[config.mk]
export PLATFORM = sky130hd
export DESIGN_NAME = mc_datapath
export DESIGN_NICKNAME = d
export VERILOG_FILES = /design/src/rtl/mc_pkg.sv /design/src/rtl/mc_alu.sv /design/src/rtl/mc_regfile.sv /design/src/rtl/mc_datapath.sv
export SDC_FILE = /design/constraint.sdc
export NUM_CORES = 2
export LEC_CHECK = 0
export BUFFER_PORTS_ARGS = -buffer_cell sky130_fd_sc_hd__buf_2
export CORE_MARGIN = 2
export CORE_UTILIZATION = 54
export CTS_BUF_LIST = sky130_fd_sc_hd__clkbuf_2
export CTS_CLUSTER_DIAMETER = 120
export DETAILED_ROUTE_END_ITERATION = 12
export HOLD_SLACK_MARGIN = 0.1
export PLACE_DENSITY = 0.69
export SYNTH_ARGS = -nofsm -noshare
export SYNTH_HDL_FRONTEND = slang
export SYNTH_SLANG_ARGS = --single-unit
export TNS_END_PERCENT = 5
[constraint.sdc]
create_clock -name clk -period 10.8 [get_ports clk]
set_input_delay 0 -clock clk [delete_from_list [all_inputs] [get_ports clk]]
set_output_delay 0 -clock clk [all_outputs]
set_load 0.05 [all_outputs]
[src/rtl/mc_pkg.sv]
package mc_pkg;
  localparam int XLEN = 32;

  typedef enum logic [2:0] {
    ALU_ADD = 3'd0,
    ALU_SUB = 3'd1,
    ALU_AND = 3'd2,
    ALU_OR  = 3'd3,
    ALU_SLT = 3'd4
  } alu_op_e;

  localparam logic [1:0] SRCB_REG    = 2'd0;
  localparam logic [1:0] SRCB_FOUR   = 2'd1;
  localparam logic [1:0] SRCB_IMM    = 2'd2;
  localparam logic [1:0] SRCB_IMM_SH = 2'd3;

  localparam logic [1:0] PCS_ALU  = 2'd0;
  localparam logic [1:0] PCS_HOLD = 2'd1;
  localparam logic [1:0] PCS_JMP  = 2'd2;

  function automatic logic [XLEN-1:0] sext16(input logic [15:0] v);
    return {{(XLEN-16){v[15]}}, v};
  endfunction

  function automatic logic [XLEN-1:0] jump_target(input logic [XLEN-1:0] pc,
                                                  input logic [25:0] idx);
    return {pc[XLEN-1:XLEN-4], idx, 2'b00};
  endfunction

  function automatic logic [XLEN-1:0] alu_calc(input alu_op_e op,
                                               input logic [XLEN-1:0] a,
                                               input logic [XLEN-1:0] b);
    logic [XLEN-1:0] r;
    case (op)
      ALU_ADD: r = a + b;
      ALU_SUB: r = a - b;
      ALU_AND: r = a & b;
      ALU_OR:  r = a | b;
      ALU_SLT: r = {{(XLEN-1){1'b0}}, ($signed(a) < $signed(b))};
      default: r = '0;
    endcase
    return r;
  endfunction
endpackage

[src/rtl/mc_alu.sv]
module mc_alu
  import mc_pkg::*;
#(
  parameter int W = XLEN
) (
  input  alu_op_e      op,
  input  logic [W-1:0] a,
  input  logic [W-1:0] b,
  output logic [W-1:0] y,
  output logic         zero
);
  assign y    = alu_calc(op, a, b);
  assign zero = (y == '0);

  always_comb begin
    if (op == ALU_SLT)
      AST_SLT_IS_BOOL: assert (y[W-1:1] == '0);
    if (op == ALU_SUB && a == b)
      AST_SUB_EQ_ZERO: assert (zero);
  end
endmodule

[src/rtl/mc_regfile.sv]
module mc_regfile #(
  parameter int W    = 32,
  parameter int NREG = 32,
  localparam int AW  = $clog2(NREG)
) (
  input  logic          clk,
  input  logic          rst_n,
  input  logic [AW-1:0] ra1,
  input  logic [AW-1:0] ra2,
  output logic [W-1:0]  rd1,
  output logic [W-1:0]  rd2,
  input  logic          we,
  input  logic [AW-1:0] wa,
  input  logic [W-1:0]  wd
);
  logic [W-1:0] regs [NREG];

  for (genvar g = 0; g < NREG; g++) begin : g_reg
    if (g == 0) begin : g_hardzero
      assign regs[g] = '0;
    end else begin : g_store
      always_ff @(posedge clk) begin
        if (!rst_n)
          regs[g] <= '0;
        else if (we && wa == AW'(g))
          regs[g] <= wd;
      end
    end
  end

  assign rd1 = regs[ra1];
  assign rd2 = regs[ra2];
endmodule

[src/rtl/mc_datapath.sv]
module mc_datapath
  import mc_pkg::*;
#(
  parameter int             NREG     = 32,
  parameter logic [XLEN-1:0] RESET_PC = '0
) (
  input  logic        clk,
  input  logic        rst_n,
  input  logic        ctl_pc_we,
  input  logic        ctl_pc_cond,
  input  logic [1:0]  ctl_pc_sel,
  input  logic        ctl_addr_alu,
  input  logic        ctl_mem_wr,
  input  logic        ctl_ir_we,
  input  logic        ctl_rf_we,
  input  logic        ctl_dst_rd,
  input  logic        ctl_wb_mem,
  input  logic        ctl_srca_reg,
  input  logic [1:0]  ctl_srcb_sel,
  input  logic [2:0]  ctl_alu_op,
  output logic [31:0] mem_addr,
  output logic [31:0] mem_wdata,
  output logic        mem_we,
  input  logic [31:0] mem_rdata,
  output logic [5:0]  opcode,
  output logic [5:0]  funct,
  output logic        zero
);
  localparam int W  = XLEN;
  localparam int AW = $clog2(NREG);

  logic [W-1:0] pc_q, ir_q, mdr_q, a_q, b_q, aluout_q;
  logic [W-1:0] rf_rd1, rf_rd2, src_a, src_b, alu_res, pc_next, imm_ext, wb_data;
  logic [AW-1:0] wr_addr;
  logic          pc_load;
  logic          rf_write_live;

  // operand selection
  assign imm_ext = sext16(ir_q[15:0]);
  assign src_a   = ctl_srca_reg ? a_q : pc_q;

  always_comb begin
    case (ctl_srcb_sel)
      SRCB_REG:    src_b = b_q;
      SRCB_FOUR:   src_b = W'(4);
      SRCB_IMM:    src_b = imm_ext;
      default:     src_b = imm_ext << 2;
    endcase
  end

  mc_alu #(.W(W)) u_alu (
    .op   (alu_op_e'(ctl_alu_op)),
    .a    (src_a),
    .b    (src_b),
    .y    (alu_res),
    .zero (zero)
  );

  // next PC
  always_comb begin
    case (ctl_pc_sel)
      PCS_HOLD: pc_next = aluout_q;
      PCS_JMP:  pc_next = jump_target(pc_q, ir_q[25:0]);
      default:  pc_next = alu_res;
    endcase
  end
  assign pc_load = ctl_pc_we | (ctl_pc_cond & zero);

  // register file
  assign wr_addr       = ctl_dst_rd ? ir_q[15:11] : ir_q[20:16];
  assign wb_data       = ctl_wb_mem ? mdr_q : aluout_q;
  assign rf_write_live = ctl_rf_we && (wr_addr != '0);

  mc_regfile #(.W(W), .NREG(NREG)) u_rf (
    .clk (clk),
    .rst_n (rst_n),
    .ra1 (ir_q[25:21]),
    .ra2 (ir_q[20:16]),
    .rd1 (rf_rd1),
    .rd2 (rf_rd2),
    .we  (ctl_rf_we),
    .wa  (wr_addr),
    .wd  (wb_data)
  );

  // holding registers
  always_ff @(posedge clk) begin
    if (!rst_n) begin
      pc_q     <= RESET_PC;
      ir_q     <= '0;
      mdr_q    <= '0;
      a_q      <= '0;
      b_q      <= '0;
      aluout_q <= '0;
    end else begin
      if (pc_load)   pc_q <= pc_next;
      if (ctl_ir_we) ir_q <= mem_rdata;
      mdr_q    <= mem_rdata;
      a_q      <= rf_rd1;
      b_q      <= rf_rd2;
      aluout_q <= alu_res;
    end
  end

  // memory side and decode fields
  assign mem_addr  = ctl_addr_alu ? aluout_q : pc_q;
  assign mem_wdata = b_q;
  assign mem_we    = ctl_mem_wr;
  assign opcode    = ir_q[31:26];
  assign funct     = ir_q[5:0];

  // assertions
  AST_PC_HOLD: assert property (@(posedge clk) disable iff (!rst_n)
    (!ctl_pc_we && !ctl_pc_cond) |=> $stable(pc_q));
  AST_BRANCH_TAKE: assert property (@(posedge clk) disable iff (!rst_n)
    (ctl_pc_cond && zero && !ctl_pc_we && ctl_pc_sel == PCS_HOLD) |=> pc_q == $past(aluout_q));
  AST_IR_LOAD: assert property (@(posedge clk) disable iff (!rst_n)
    ctl_ir_we |=> ir_q == $past(mem_rdata));
  AST_IR_HOLD: assert property (@(posedge clk) disable iff (!rst_n)
    !ctl_ir_we |=> $stable(ir_q));
  AST_A_FROM_R0: assert property (@(posedge clk) disable iff (!rst_n)
    (ir_q[25:21] == 5'd0) |=> a_q == '0);
  AST_MDR_CAPTURE: assert property (@(posedge clk) disable iff (!rst_n)
    1'b1 |=> mdr_q == $past(mem_rdata));
  AST_R0_WRITE_DROPPED: assert property (@(posedge clk) disable iff (!rst_n)
    (ctl_rf_we && !rf_write_live && ir_q[25:21] == 5'd0) |=> a_q == '0);
endmodule

==> flow_metrics.py <==
metrics = {
    "drt": {
        "drt_iter0_drc": 7168,
        "routedWlPerCell_um": 27.46,
        "routed_wirelength_um": 213400,
        "drtPass1Iterations": 6,
        "final_antenna_net_count": 0,
        "vias": 52140,
        "vias_per_cell": 6.708,
        "drc": 0,
    },
    "worst_hold_path": {
        "min_path_type": "in -> reg",
        "hold_end": "mdr_q[22]",
        "min_from": "mem_rdata[22]",
        "holdPathStages": 5,
    },
    "setup_path": {
        "rr_endpoint": "pc_q[1]",
        "r2r_start": "ir_q[13]",
        "startpoint_type": "input pin",
        "cp.required_ns": 10.80,
        "r2r.worst_path.cells": 19,
        "crit_type": "in -> out",
        "cp.arrival_ns": 6.98,
        "end_kind": "output port",
        "rrSetupSlack_ns": 4.26,
        "crit_path_max_fanout": 29,
    },
    "timing": {
        "hold_viol_final": 0,
        "slew_violations": 0,
        "tightest_slew_ns": 1.362,
        "grt_setup_unrepaired": "false",
        "period_share_pct": 64.60,
        "setup_slack_ns": 3.823,
        "max_freq_mhz": 143.3,
        "timing.hold.ws_ns": 0.2084,
        "finalSetupViolCount": 0,
        "slew_headroom_pct": 9.083,
        "finClkSkew_ns": 0.1767,
        "min_period_ns": 6.977,
        "setup_tns_ns": 0,
    },
    "global_route": {
        "grt_max_degree": 186,
        "antenna_found_initial": 6,
        "grt_remaining_overflow": 0,
        "grtUsageTotal_pct": 35.80,
        "grt_pass1_wl_um": 317200,
        "grt_pass1_vias": 50420,
    },
    "logic_synthesis": {
        "synthAdderAreaFrac_pct": 2.307,
        "synth_simple_gate_area_share_pct": 10.32,
        "synth_edf_count": 0,
        "ys_top_cells_by_area": "dfxtp_1 38%, mux4_2 21%, a211oi_1 12%, nor2_1 7.4%, clkbuf_1 3.5%",
        "synthXorXnorAreaFrac_pct": 0.2546,
        "synth_top_family_by_area": "multiplexers",
        "synth_top_area_share_pct": 38.28,
        "async_flop_share_pct": 0,
        "yosys_warnings": 0,
        "seq_area_frac_synth_pct": 38.28,
        "netlist_area_um2": 61930,
        "synthCells": 5999,
        "yosys_register_bits": 1184,
        "syn-num-nets": 6162,
        "yosysTopAreaCell": "dfxtp_1",
        "avgSynthCellArea_um2": 10.32,
        "synth_compound_area_share_pct": 17.75,
        "synth.distinct_cells": 94,
        "ys.flop_type": "dfxtp_1",
        "synth.area.mux_share_pct": 26.15,
    },
    "place": {
        "hpwl_um": 121900,
        "placed_cells": 7061,
        "pre_cts_slack_ns": 5.021,
        "gp_congestion": 1.021,
        "port_buffers": 125,
    },
    "layout": {
        "final_cells": 7772,
        "drive_above_1_share_pct": 24.12,
        "final_util_pct": 59.51,
        "area_growth_pct": 9.583,
        "nNetsFinal": 6243,
    },
    "clock_network": {
        "cts_max_level": 5,
        "root_buffer": "clkbuf_2",
        "cts_buffers": 313,
        "clk_pin_slew_ns": 0.11,
        "cts.sinks": 1184,
        "cts_resized": 0,
        "cts_buffer_depth": 4,
        "clkLatencyLatePin_ns": 1.69,
        "cts_setup_buffers": 0,
        "ctsHoldBuffers": 216,
        "cts_tree": "built",
    },
    "power": {
        "powerDensity_nw_per_um2": 130.3,
        "vdd_drop_max_mv": 0.1079,
        "power.leakage_nw": 22.70,
    },
    "floorplanning": {
        "rows": 124,
        "core_um2": 114000,
        "die_x_um": 342.6,
        "start_util_pct": 54.30,
        "dieHeight_um": 342.6,
        "ioPinCount": 128,
        "dieArea_um2": 117400,
    },
    "outcome": {
        "outcome": "finished clean",
    },
    "job": {
        "max_cap_viol_count": 0,
    },
}
-- per-layer routing --
metal  global-route usage [%]  share of wire, %  vias up
met2                    54.60                45     3190
li1                         -                 -    22820
met5                        0             0.015        -
met1                    48.47                39    25500
met3                    8.477                12      616
met4                    16.24               4.5        4
-- power breakdown --
group | internal (mW) | total, mW | switching, mW
Combinational | 0.473 | 1.30 | 0.826
Clock | 1.16 | 3.01 | 1.85
Sequential | 4.43 | 4.53 | 0.0972
-- final cells by class --
type                       instances  area, µm²
fill                            9549      46170
multi-input combinational       4029      35590
sequential                      1184      23740
timing repair buffer             451       3731
clock buffer                     426       2132
tap                             1512       1892
inverter                         101      386.6
clock inverter                    61      366.6
antenna                            8      20.02
-- worst max-delay path by stage --
stage                     endpoint  cells after the start            start
final                         zero                     19  ctl_srcb_sel[1]
after global placement     pc_q[8]                     16  ctl_srcb_sel[1]
after detailed placement  pc_q[13]                     16  ctl_srcb_sel[1]
after global routing          zero                     17         ir_q[13]
after CTS                     zero                     17         ir_q[13]
after floorplan           pc_q[29]                     19     ctl_srca_reg
-- state kept, by name (all words and copies together), names as in the netlist --
signal	count
a_q	32
mem_wdata	32
pc_q	32
aluout_q	32
u_rf.regs	992
ir_q	32
mdr_q	32
-- cell families after synthesis --
group           count (synthesis)
buf+inv                       786
compound gates               1469
simple gates                 1550
xor+xnor                       18
mux                           879
fa+ha+maj                     113
flops                        1184
-- synthesized netlist by cell type (7+ instances only) --
library cell / n
buf_2: 19
nand2_1: 123
a22o_1: 80
a221oi_1: 13
o31ai_1: 14
nor2_1: 1217
o21ai_0: 47
a21o_1: 26
a211oi_1: 1011
buf_4: 16
o21ai_1: 12
inv_1: 97
mux2_2: 138
o211ai_1: 42
ha_1: 111
nor2b_1: 24
mux2i_1: 164
mux4_2: 577
o21bai_1: 8
nand2b_1: 19
clkbuf_1: 575
nor4_1: 16
buf_1: 71
dfxtp_1: 1184
nor3_1: 21
a21oi_1: 96
o21a_1: 7
nand3_1: 17
o22ai_1: 9
a221o_1: 20
xnor2_1: 13
nand4_1: 8
a31oi_1: 11
and2_1: 60
-- layout by cell type (no fill, tap or decap), types with 14 or more instances in the layout --
master,instances
nor2_1,1184
dfxtp_1,1174
a211oi_1,1011
mux4_2,577
clkbuf_2,426
dlygate4sd3_1,213
mux2_2,138
mux2i_1,132
nand2_1,123
buf_2,123
ha_1,111
buf_4,106
inv_1,97
a21oi_1,96
a22o_1,80
and2_1,60
o21ai_0,47
clkinv_1,44
o211ai_1,42
nor2_4,31
mux2i_2,28
a21o_1,26
nor2b_1,22
nor3_1,21
a221o_1,20
nand2b_1,19
nand3_1,17
nor4_1,16
o31ai_1,14
-- critical path: stages --
cell           delay (ns)
dlygate4sd3_1        0.53
dlygate4sd3_1        0.57
buf_2                0.22
nor2_2               1.06
a22o_1               0.28
dlygate4sd3_1        0.60
ha_1                 0.42
a21oi_1              0.19
dlygate4sd3_1        0.61
o21ai_0              0.11
a31oi_1              0.36
a31oi_2              0.23
a41oi_1              0.26
o31ai_1              0.13
xor2_1               0.17
a22o_1               0.26
nor4_2               0.36
and3_1               0.29
buf_2                0.29
-- per-stage QoR --
stage               area, µm²  power, mW
floorplan               61930      5.454
global placement        63140      5.808
detailed placement      63140      5.815
CTS                     67840      8.820
global route            67860      9.164
finish                  67860      8.841
Note: power is estimated with default switching activity, not from simulation.
